[src/rtl/rx_csum_pkg.sv]
package rx_csum_pkg;
  localparam int unsigned ETH_HDR = 14;
  localparam int unsigned V6_HDR  = 40;
  localparam logic [15:0] ET_V4 = 16'h0800;
  localparam logic [15:0] ET_V6 = 16'h86DD;
  localparam logic [7:0]  PR_ICMP4 = 8'd1;
  localparam logic [7:0]  PR_TCP   = 8'd6;
  localparam logic [7:0]  PR_UDP   = 8'd17;
  localparam logic [7:0]  PR_ICMP6 = 8'd58;
  localparam int unsigned EN_IP4H = 0;
  localparam int unsigned EN_TCP4 = 4;
  localparam int unsigned EN_UDP4 = 5;
  localparam int unsigned EN_ICM4 = 6;
  localparam int unsigned EN_TCP6 = 20;
  localparam int unsigned EN_UDP6 = 21;
  localparam int unsigned EN_ICM6 = 22;
  localparam logic [15:0] RES_SKIP = 16'hFFFF;

  typedef struct packed {
    logic        v4;
    logic        v6;
    logic        ver_ok;
    logic [5:0]  hlen;
    logic [15:0] len;
    logic [7:0]  proto;
    logic        ck_zero;
  } frm_t;

  function automatic logic [15:0] oc_add(input logic [15:0] a, input logic [15:0] b);
    logic [16:0] s;
    s = {1'b0, a} + {1'b0, b};
    return s[15:0] + {15'd0, s[16]};
  endfunction

  function automatic logic [15:0] oc_res(input logic [15:0] s);
    return (s == 16'h0000) ? 16'hFFFE : ~s;
  endfunction
endpackage

[src/rtl/rx_csum_accum.sv]
module rx_csum_accum
  import rx_csum_pkg::*;
(
  input  logic        clk_i,
  input  logic        rst_ni,
  input  logic        clr_i,
  input  logic        add_i,
  input  logic        hi_i,
  input  logic [7:0]  byte_i,
  output logic [15:0] sum_o
);
  logic [15:0] sum_q;
  logic [15:0] term;

  assign term  = hi_i ? {byte_i, 8'h00} : {8'h00, byte_i};
  assign sum_o = sum_q;

  always_ff @(posedge clk_i or negedge rst_ni) begin
    if (!rst_ni)    sum_q <= '0;
    else if (clr_i) sum_q <= '0;
    else if (add_i) sum_q <= oc_add(sum_q, term);
  end
endmodule

[src/rtl/rx_csum_parse.sv]
module rx_csum_parse
  import rx_csum_pkg::*;
#(
  parameter int unsigned CNT_W = 16,
  localparam int unsigned EW   = CNT_W + 1
) (
  input  logic          clk_i,
  input  logic          rst_ni,
  input  logic          valid_i,
  input  logic          last_i,
  input  logic [7:0]    data_i,
  output logic          clr_o,
  output logic          hi_o,
  output logic          ip_add_o,
  output logic          l4_add_o,
  output logic          ps_add_o,
  output frm_t          frm_o,
  output logic [EW-1:0] ip_end_o,
  output logic [EW-1:0] l4_end_o,
  output logic [EW-1:0] end_o
);
  logic [CNT_W-1:0] cnt_q, end_q;
  logic [7:0]       et_hi_q;
  frm_t             f_q;
  logic [EW-1:0]    idx, ip_end, l4_beg, l4_end;
  logic             ip_in, l4_in, ps_in;

  assign idx    = EW'(cnt_q);
  assign ip_end = EW'(ETH_HDR) + EW'(f_q.hlen);
  assign l4_beg = f_q.v4 ? ip_end : EW'(ETH_HDR + V6_HDR);
  assign l4_end = (f_q.v4 ? EW'(ETH_HDR) : EW'(ETH_HDR + V6_HDR)) + EW'(f_q.len);

  assign ip_in = f_q.v4 && idx >= EW'(ETH_HDR) && (idx == EW'(ETH_HDR) || idx < ip_end);
  assign l4_in = (f_q.v4 || f_q.v6) && f_q.ver_ok && idx >= l4_beg && idx < l4_end;
  assign ps_in = f_q.v4 ? (idx >= EW'(26) && idx <= EW'(33))
                        : (f_q.v6 && idx >= EW'(22) && idx <= EW'(53));

  assign clr_o    = valid_i && cnt_q == '0;
  assign hi_o     = ~cnt_q[0];
  assign ip_add_o = valid_i && ip_in;
  assign l4_add_o = valid_i && l4_in;
  assign ps_add_o = valid_i && ps_in;
  assign frm_o    = f_q;
  assign ip_end_o = ip_end;
  assign l4_end_o = l4_end;
  assign end_o    = EW'(end_q);

  always_ff @(posedge clk_i or negedge rst_ni) begin
    if (!rst_ni) begin
      cnt_q   <= '0;
      end_q   <= '0;
      et_hi_q <= '0;
      f_q     <= '0;
    end else if (valid_i) begin
      cnt_q <= last_i ? '0 : ((&cnt_q) ? cnt_q : cnt_q + 1'b1);
      if (last_i) end_q <= cnt_q;
      if (cnt_q == '0) f_q <= '{ck_zero: 1'b1, default: '0};
      if (idx == EW'(12)) et_hi_q <= data_i;
      if (idx == EW'(13)) begin
        f_q.v4 <= {et_hi_q, data_i} == ET_V4;
        f_q.v6 <= {et_hi_q, data_i} == ET_V6;
      end
      if (idx == EW'(14)) begin
        f_q.ver_ok <= f_q.v4 ? (data_i[7:4] == 4'd4 && data_i[3:0] >= 4'd5)
                             : (data_i[7:4] == 4'd6);
        f_q.hlen   <= {data_i[3:0], 2'b00};
      end
      if ((f_q.v4 && idx == EW'(16)) || (f_q.v6 && idx == EW'(18))) f_q.len[15:8] <= data_i;
      if ((f_q.v4 && idx == EW'(17)) || (f_q.v6 && idx == EW'(19))) f_q.len[7:0]  <= data_i;
      if ((f_q.v4 && idx == EW'(23)) || (f_q.v6 && idx == EW'(20))) f_q.proto     <= data_i;
      if (l4_in && (idx == l4_beg + EW'(6) || idx == l4_beg + EW'(7)) && data_i != 8'h00)
        f_q.ck_zero <= 1'b0;
    end
  end
endmodule

[src/rtl/rx_csum_check.sv]
module rx_csum_check
  import rx_csum_pkg::*;
#(
  parameter int unsigned CNT_W = 16
) (
  input  logic        clk_i,
  input  logic        rst_ni,
  input  logic        en_i,
  input  logic [31:0] prot_en_i,
  output logic        active_o,
  input  logic        valid_i,
  input  logic        last_i,
  input  logic [7:0]  data_i,
  output logic        valid_o,
  output logic        last_o,
  output logic [7:0]  data_o
);
  localparam int unsigned EW    = CNT_W + 1;
  localparam int unsigned TRL_N = 4;
  localparam int unsigned TC_W  = $clog2(TRL_N + 1);

  logic          clr, hi, ip_add, l4_add, ps_add;
  frm_t          f;
  logic [EW-1:0] ip_end, l4_end, end_idx;
  logic [15:0]   ip_sum, l4_sum, ps_sum;

  rx_csum_parse #(.CNT_W(CNT_W)) u_parse (
    .clk_i, .rst_ni, .valid_i, .last_i, .data_i,
    .clr_o(clr), .hi_o(hi), .ip_add_o(ip_add), .l4_add_o(l4_add), .ps_add_o(ps_add),
    .frm_o(f), .ip_end_o(ip_end), .l4_end_o(l4_end), .end_o(end_idx)
  );

  rx_csum_accum u_acc_ip (.clk_i, .rst_ni, .clr_i(clr), .add_i(ip_add), .hi_i(hi), .byte_i(data_i), .sum_o(ip_sum));
  rx_csum_accum u_acc_l4 (.clk_i, .rst_ni, .clr_i(clr), .add_i(l4_add), .hi_i(hi), .byte_i(data_i), .sum_o(l4_sum));
  rx_csum_accum u_acc_ps (.clk_i, .rst_ni, .clr_i(clr), .add_i(ps_add), .hi_i(hi), .byte_i(data_i), .sum_o(ps_sum));

  logic                  vq, lq, in_frame_q, chk_q, active_q;
  logic [7:0]            dq;
  logic [8*TRL_N-1:0]    trl_q;
  logic [TC_W-1:0]       trl_cnt_q;
  logic                  fin, idle;

  assign fin  = lq;
  assign idle = !in_frame_q && !vq && trl_cnt_q == '0 && !valid_i;

  // result computation, evaluated in the cycle after the last byte
  logic        l4_en, ip_ok, l4_ok, icmp4, udp4;
  logic [15:0] l4_len, ps_tot, l4_tot, ip_res, l4_res;
  logic        unused_cfg;

  assign unused_cfg = ^{prot_en_i[31:23], prot_en_i[19:7], prot_en_i[3:1]};

  always_comb begin
    l4_en = 1'b0;
    if (f.v4) begin
      case (f.proto)
        PR_TCP:   l4_en = prot_en_i[EN_TCP4];
        PR_UDP:   l4_en = prot_en_i[EN_UDP4];
        PR_ICMP4: l4_en = prot_en_i[EN_ICM4];
        default:  l4_en = 1'b0;
      endcase
    end else if (f.v6) begin
      case (f.proto)
        PR_TCP:   l4_en = prot_en_i[EN_TCP6];
        PR_UDP:   l4_en = prot_en_i[EN_UDP6];
        PR_ICMP6: l4_en = prot_en_i[EN_ICM6];
        default:  l4_en = 1'b0;
      endcase
    end
  end

  assign icmp4  = f.v4 && f.proto == PR_ICMP4;
  assign udp4   = f.v4 && f.proto == PR_UDP;
  assign l4_len = f.v4 ? f.len - {10'd0, f.hlen} : f.len;
  assign ps_tot = oc_add(oc_add(ps_sum, {8'd0, f.proto}), l4_len);
  assign l4_tot = icmp4 ? l4_sum : oc_add(l4_sum, ps_tot);

  assign ip_ok = chk_q && f.v4 && f.ver_ok && prot_en_i[EN_IP4H]
              && (end_idx + EW'(1)) >= ip_end;
  assign l4_ok = chk_q && (f.v4 || f.v6) && f.ver_ok && l4_en
              && (end_idx + EW'(1)) >= l4_end
              && !(f.v4 && f.len < {10'd0, f.hlen});

  assign ip_res = ip_ok ? oc_res(ip_sum) : RES_SKIP;
  assign l4_res = !l4_ok ? RES_SKIP : (udp4 && f.ck_zero) ? 16'h0000 : oc_res(l4_tot);

  always_ff @(posedge clk_i or negedge rst_ni) begin
    if (!rst_ni) begin
      vq         <= 1'b0;
      lq         <= 1'b0;
      dq         <= '0;
      in_frame_q <= 1'b0;
      chk_q      <= 1'b0;
      active_q   <= 1'b0;
      trl_q      <= '0;
      trl_cnt_q  <= '0;
    end else begin
      vq <= valid_i;
      lq <= valid_i && last_i;
      dq <= data_i;
      if (valid_i) in_frame_q <= !last_i;
      if (clr) chk_q <= active_q;
      if (idle) active_q <= en_i;
      if (fin) begin
        trl_q     <= {ip_res, l4_res};
        trl_cnt_q <= TC_W'(TRL_N);
      end else if (trl_cnt_q != '0) begin
        trl_q     <= trl_q << 8;
        trl_cnt_q <= trl_cnt_q - 1'b1;
      end
    end
  end

  assign active_o = active_q;
  assign valid_o  = vq || trl_cnt_q != '0;
  assign last_o   = trl_cnt_q == TC_W'(1);
  assign data_o   = (trl_cnt_q != '0) ? trl_q[8*TRL_N-1 -: 8] : dq;
endmodule

[config.mk]
export PLATFORM = sky130hd
export DESIGN_NAME = rx_csum_check
export DESIGN_NICKNAME = d
export VERILOG_FILES = /design/src/rtl/rx_csum_pkg.sv /design/src/rtl/rx_csum_accum.sv /design/src/rtl/rx_csum_parse.sv /design/src/rtl/rx_csum_check.sv
export SDC_FILE = /design/constraint.sdc
export NUM_CORES = 1
export LEC_CHECK = 0
export BUFFER_PORTS_ARGS = -buffer_cell sky130_fd_sc_hd__buf_4
export CAP_MARGIN = 20
export CORE_ASPECT_RATIO = 0.6
export CORE_MARGIN = 2
export CORE_UTILIZATION = 30
export DETAILED_ROUTE_END_ITERATION = 7
export PLACE_DENSITY = 0.46
export SYNTH_ARGS = -nofsm -noshare
export SYNTH_HDL_FRONTEND = slang
export SYNTH_SLANG_ARGS = --single-unit
[constraint.sdc]
create_clock -name clk_i -period 8.2 [get_ports clk_i]
set_input_delay 0.82 -clock clk_i [delete_from_list [all_inputs] [get_ports clk_i]]
set_output_delay 0.82 -clock clk_i [all_outputs]
set_load 0.05 [all_outputs]
# ---- Word level (Yosys, flattened, before mapping)
# Cells that the tools add are included.
dict set report word_totals {
  word_cells 189
  ff_bits 170
  input_bits 45
}
dict set report op_classes {
  n_eq_ne 21
  n_addsub 20
  n_lt_le_gt_ge 12
  n_mux 36
  bitwise_logic 2
  n_reduce_logical 76
}
# op count
set op_table {}
lappend op_table {{two-way mux 16 bit} 16}
lappend op_table {{adder 16 x 1 -> 16 bit} 6}
lappend op_table {{== test 16 x 5 -> 1 bit (second input constant)} 6}
lappend op_table {{adder 16 x 16 -> 17 bit} 5}
lappend op_table {{two-way mux 32 bit} 2}
lappend op_table {{== test 16 x 4 -> 1 bit (second input constant)} 3}
lappend op_table {{logical NOT 16 bit} 3}
lappend op_table {{logical AND 1 bit} 38}
lappend op_table {{adder 17 x 3 -> 17 bit (second input constant)} 2}
lappend op_table {{== test 16 x 17 -> 1 bit} 2}
lappend op_table {{greater-or-equal comparator 17 bit} 2}
lappend op_table {{less-than comparator 16 x 17 -> 1 bit} 2}
lappend op_table {{two-way mux 34 bit} 1}
lappend op_table {{greater-or-equal comparator 16 x 5 -> 1 bit (second input constant)} 2}
lappend op_table {{<= comparator 16 x 6 -> 1 bit (second input constant)} 2}
lappend op_table {{two-way mux 8 bit} 4}
lappend op_table {{inverter 16 bit} 2}
lappend op_table {{nonzero test 2 bit} 10}
lappend op_table {{AND reduction 2 bit} 9}
lappend op_table {{adder 16 x 1 -> 17 bit (second input constant)} 1}
lappend op_table {{adder 16 x 8 -> 17 bit} 1}
lappend op_table {{adder 17 x 16 -> 17 bit} 1}
lappend op_table {{greater-or-equal comparator 16 x 17 -> 1 bit} 1}
lappend op_table {{two-way mux 17 bit} 1}
lappend op_table {{28 further kinds} 45}

# ---- Logic depth before layout (Yosys ltp)
dict set report logic_depth {
  word_depth 12
  depth_mapped 49
}

# ---- By module
# A second synthesis with hierarchy kept.
dict set report hier_totals {
  hier_cells 2178
  hier_area_um2 18002.3
}
# mod n_inst area_per_inst_um2 seq_area_each_um2 cells_each
set by_module_without_submodules {}
lappend by_module_without_submodules {rx_csum_check 1 7287.0 1201.2 931}
lappend by_module_without_submodules {rx_csum_accum 3 2003.2 400.4 243}
lappend by_module_without_submodules {rx_csum_parse 1 4705.8 1801.7 518}

# ---- Least setup slack after synthesis
# Ideal clock, no wire load.
dict set report synth_path {
  path_type {reg-to-reg}
  start {reg u_parse.f_q, in the netlist u_parse.frm_o[1]}
  end {reg trl_q[0]}
  setup_time_ns 0.131
  period_less_slack_ns 8.467
  n_path_buf 0
  arrival_time_ns 8.336
  t_required_ns 8.069
  slack_ns -0.267
  stages_incl_launch_ff 46
  path_cell_list {dfrtp_1 ha_1 fa_1 a21o_1 a21oi_1 nor2b_1 o21a_1 o2111ai_1 nor2_1 ha_1 ha_1 fa_1 a21o_1 a21oi_1 o21ai_0 a21oi_1 nand4b_1 a21oi_1 [... 10 more ...] ha_1 and3_1 a21boi_1 o41ai_1 a21oi_1 a21o_1 a21o_1 ha_1 ha_1 nand2_1 nor2_1 and4b_1 xnor2_1 o21ai_0 nor4_1 nand3_1 nor4_1 a31oi_1}
}
dict set report synth_via {
  elab_chain_cells 12
  word_cells_on_any_way 27
  classes_between {add/sub (6); eq/ne (4); mux (9); bitwise (1); reduce/logical (7)}
}
# item line
set synth_lines {}
lappend synth_lines {{from (decl)} rx_csum_parse.sv:24} ;# frm_t f_q;
lappend synth_lines {{adder 16 x 8 -> 17 bit} rx_csum_pkg.sv:31} ;# s = {1'b0, a} + {1'b0, b};
lappend synth_lines {{adder 16 x 1 -> 16 bit} rx_csum_pkg.sv:32} ;# return s[15:0] + {15'd0, s[16]};
lappend synth_lines {{adder 16 x 16 -> 17 bit} rx_csum_pkg.sv:31}
lappend synth_lines {{adder 16 x 1 -> 16 bit} rx_csum_pkg.sv:32}
lappend synth_lines {{adder 16 x 16 -> 17 bit} rx_csum_pkg.sv:31}
lappend synth_lines {{adder 16 x 1 -> 16 bit} rx_csum_pkg.sv:32}
lappend synth_lines {{two-way mux 16 bit} rx_csum_check.sv:76} ;# assign l4_tot = icmp4 ? l4_sum : oc_add(l4_sum, ps_tot);
lappend synth_lines {{logical NOT 16 bit or inverter 16 bit (tied branches)} rx_csum_pkg.sv:36} ;# return (s == 16'h0000) ? 16'hFFFE : ~s;
lappend synth_lines {{two-way mux 16 bit} rx_csum_pkg.sv:36}
lappend synth_lines {{two-way mux 16 bit} rx_csum_check.sv:85} ;# assign l4_res = !l4_ok ? RES_SKIP : (udp4 && f.ck_zero) ? 16'h0000 : oc_res(l4_tot);
lappend synth_lines {{two-way mux 16 bit (*)} rx_csum_check.sv:85}
lappend synth_lines {{two-way mux 32 bit (*)} rx_csum_check.sv:104} ;# if (fin) begin
lappend synth_lines {{to (signal assigned)} rx_csum_check.sv:105} ;# trl_q <= {ip_res, l4_res};
lappend synth_lines {{to (signal assigned)} rx_csum_check.sv:108} ;# trl_q <= trl_q << 8;
lappend synth_lines {{to (decl)} rx_csum_check.sv:39} ;# logic [8*TRL_N-1:0] trl_q;
# Every way passes the cells marked *; elsewhere a longest branch is shown, timed or not.
# A chain may end at the register's enable or synchronous reset.

# ---- Worst setup path in the final report
# Same ends and word-level chain as after synthesis.

==> metrics.md <==
| Metric | Value |
|---|---|
| Status | finished with violations |
| Failing checks | setup timing |
| Core area | 52210 µm² |
| Max-slew violations | 0 |
| Hpwl dp | approximately 42000 µm |
| Pin count of the biggest net entering global routing | 69 |
| NetSw | 890.6 µW |
| Worst EP arrival | 8840 ps |
| Syn nets | 2131 |
| Slew headroom | 30.45% |
| Final Power | 2.501 mW |
| LEAKAGE | approximately 9.3 nW |
| Startpoint types | flip-flop |
| Crit path kind | reg2reg |
| DRC | 0 |
| Hold Buf Count CTS | 0 |
| Max-Cap Viols | 0 |
| CP max stage delay | 390 ps |
| CTS sink cnt | 168 |
| Endpoint class of the critical path | flip-flop |
| Cell Pwr Density | between 100 and 150 nW/µm² |
| Worst Hold Slack | 250.3 ps |
| Vias in the first global route | approximately 14000 |
| Post-Syn Area per Cell | 8.256 µm² |
| CTS HTree Levels | 4 |
| Post-synth EDFFs | 0 |
| Area after DPL | approximately 18000 µm² |
| Final WL | between 50000 and 60000 µm |
| Initial drt markers | 1175 |
| Design area | between 15000 and 20000 µm² |
| R2r setup slk | -300 ps |
| Switching Fraction | 35.61% |
| Die height | 181.6 µm |
| Synthesis-stage register bit count | 168 |
| Flop pwr share | 38.3% |
| CTS root buf | clkbuf_16 |
| HP Class | in2async |
| RSZ-0062 raised after global routing | true |
| Min cycle time layout | approximately 8500 ps |
| Synth Cell Area | 15780 µm² |
| Slowest CP cell | dfrtp_1 |
| Via count | 14570 |
| Clk_lat worst skew | 470 ps |
| Initial antenna violation count | 1 |
| Total grt overflow | 0 |
| Worst-margin pin slew | 1042 ps |
| Antenna-violating nets left | 0 |
| Post-synth top flop | dfrtp_1 |
| Nets | 2297 |
| Antenna fix cells | 0 |
| TritonCTS clock tree | done |
| Synth cell types | 99 |
| GRT Util Overall | 20.19% |
| Clock power share | between 30% and 40% |
| Final Wtd Congestion | 0.8828 |
| Register area share after synthesis | 26.65% |
| Post-synth ARST share | between 90% and 100% |
| Share of post-route cells with drive strength above 1 | 18.37% |
| Final Skew | 14.47 ps |
| Starting Density | 30.22% |
| Critical Path RT | 8540 ps |
| Place WS | -792.9 ps |
| Buffers on Ports | 30 |
| Via-per-instance ratio | 5.216 |
| Maximum vdd drop | 0.08460 mV |
| First-pass GRT wire length | around 85000 µm |
| Area growth from synthesis to layout | 22.17% |
| Cts bufs inserted | 17 |
| DIE AREA | ~55000 µm² |
| Layout Utilization | ~37% |
| Fmax | between 0.1 and 0.15 GHz |
| Final Hold Fails | 0 |
| Die Wd | 300.1 µm |
| Setup-failing EPs final | 7 |
| Syn. warnings | 0 |
| I/O pins | 56 |
| Combinational share of power | 25.8% |
| Crit path max fanout | 3 |
| Worst-path clk slew | roughly 70 ps |
| Detailed-router iteration count before antenna repair | 5 |
| Row count | 65 |
| Cell-internal power | 1.610 mW |
| Tcrit/Tclk final | 103.6% |
| Wire per inst | 19.42 µm |
| Post-Syn Instances | 1911 |
| CTS Buffer Depth | 2 |
| Most frequent cells in the layout | nand2_1 (216), buf_4 (216), dfrtp_1 (168) |
| Setup slack after layout | -297.2 ps |
-- stage by stage --
| stage | cells | TNS [ps] |
|---|---|---|
| 2_1_floorplan | 1911 | 0 |
| 3_3_place_gp | 2730 | -4562 |
| 3_5_place_dp | 2730 | -6798 |
| 4_1_cts | 2777 | -498.8 |
| 5_1_grt | 2793 | -5205 |
| 6_report | 2793 | -880.4 |
-- power by group through the flow --
stage / logic (mW) / clock network, mW / registers [mW]
after floorplan: 0.441 / 0 / 0.961
after global placement: 0.639 / 0 / 0.971
after detailed placement: 0.646 / 0 / 0.973
after CTS: 0.650 / 0.919 / 0.957
after global routing: 0.711 / 0.955 / 0.968
final: 0.645 / 0.898 / 0.958
-- logic make-up after synthesis --
family / synth area share, %
mux: 1.800
xor+xnor: 11.30
simple gates: 23.02
buf+inv: 3.600
compound gates: 19.36
flops: 26.65
fa+ha+maj: 14.27
-- final timing paths --
check	to	cells past startpoint	start
min	u_parse.frm_o[32]	1	rst_ni
max in group asynchronous	trl_q[22]	2	rst_ni
min in group clk_i	trl_q[20]	1	trl_q[20]
max	trl_q[0]	45	u_parse.frm_o[1]
max reg2reg	trl_q[0]	45	u_parse.frm_o[1]
min reg2reg	trl_q[20]	1	trl_q[20]
-- worst max-delay path, delay by kind of cell, from the launching register on --
family                     cells  cell delay [ps]
adders and majority gates     10             2340
AOI/OAI and AO/OA             19             3400
muxes                          1              230
buffers and inverters          2              270
DFF                            1              390
and+or+nand+nor               11             1400
xor gates and xnor gates       2              320
-- final cells by class --
cell class                      instances  area [µm²]
Timing Repair Buffer                  224        1714
Tap cell                              703       879.6
Fill cell                            5354       32940
Clock inverter                         14       188.9
Clock buffer                           18       439.2
Sequential cell                       168        4204
Inverter                               69       259.0
Multi-Input combinational cell       1597       11590
-- flip-flops by register name, summed over array words and instances (netlist names), 3 cells and up --
name             flops
u_acc_l4.sum_o      16
u_parse.end_q       16
trl_cnt_q            3
dq                   8
u_acc_ps.sum_o      16
trl_q               32
u_parse.cnt_q       16
u_parse.frm_o       32
u_parse.et_hi_q      8
u_acc_ip.sum_o      16
-- layer usage --
metal  part of all wire [%]  global-route usage, %  routed length (µm)
met2                     37                  25.86               19800
met1                     56                  33.30               30400
met3                    6.1                  4.068                3298
met4                    1.4                  4.140                 733
met5                      0                      0                   0
-- synth_stat cells (10+ instances only) --
| cell type | instances | area [µm²] |
|---|---|---|
| nor2b_1 | 37 | 231.5 |
| o21bai_1 | 15 | 112.6 |
| mux2i_1 | 16 | 160.2 |
| and2_1 | 28 | 175.2 |
| nand2_1 | 220 | 825.8 |
| o21ai_0 | 121 | 605.6 |
| nor4_1 | 20 | 125.1 |
| nor2_1 | 130 | 488.0 |
| ha_1 | 168 | 2102 |
| nor3_1 | 28 | 140.1 |
| nand2b_1 | 23 | 143.9 |
| dfrtp_1 | 168 | 4204 |
| a31oi_1 | 12 | 75.07 |
| and3_1 | 26 | 162.7 |
| o21a_1 | 20 | 150.1 |
| xnor2_1 | 114 | 998.5 |
| or3_1 | 12 | 75.07 |
| o21ai_1 | 11 | 55.05 |
| nor3b_1 | 10 | 75.07 |
| xor2_1 | 85 | 744.5 |
| or2_2 | 10 | 62.56 |
| inv_1 | 69 | 259.0 |
| mux2_2 | 11 | 123.9 |
| a211oi_1 | 13 | 97.59 |
| nand4_1 | 25 | 156.4 |
| clkbuf_1 | 66 | 247.7 |
| o211ai_1 | 10 | 75.07 |
| a21oi_1 | 125 | 625.6 |
| a21o_1 | 54 | 405.4 |
| a22o_1 | 17 | 148.9 |
| nand3_1 | 86 | 430.4 |
-- repair_timing --
| item | 4_1_cts | 5_1_grt |
|---|---|---|
| setup endpoints to repair | 15 | 15 |
| resized for setup | 59 | 64 |
| buffers inserted | 15 | 15 |
| pin swaps | 45 | 59 |
(Power assumes the default switching activity.)
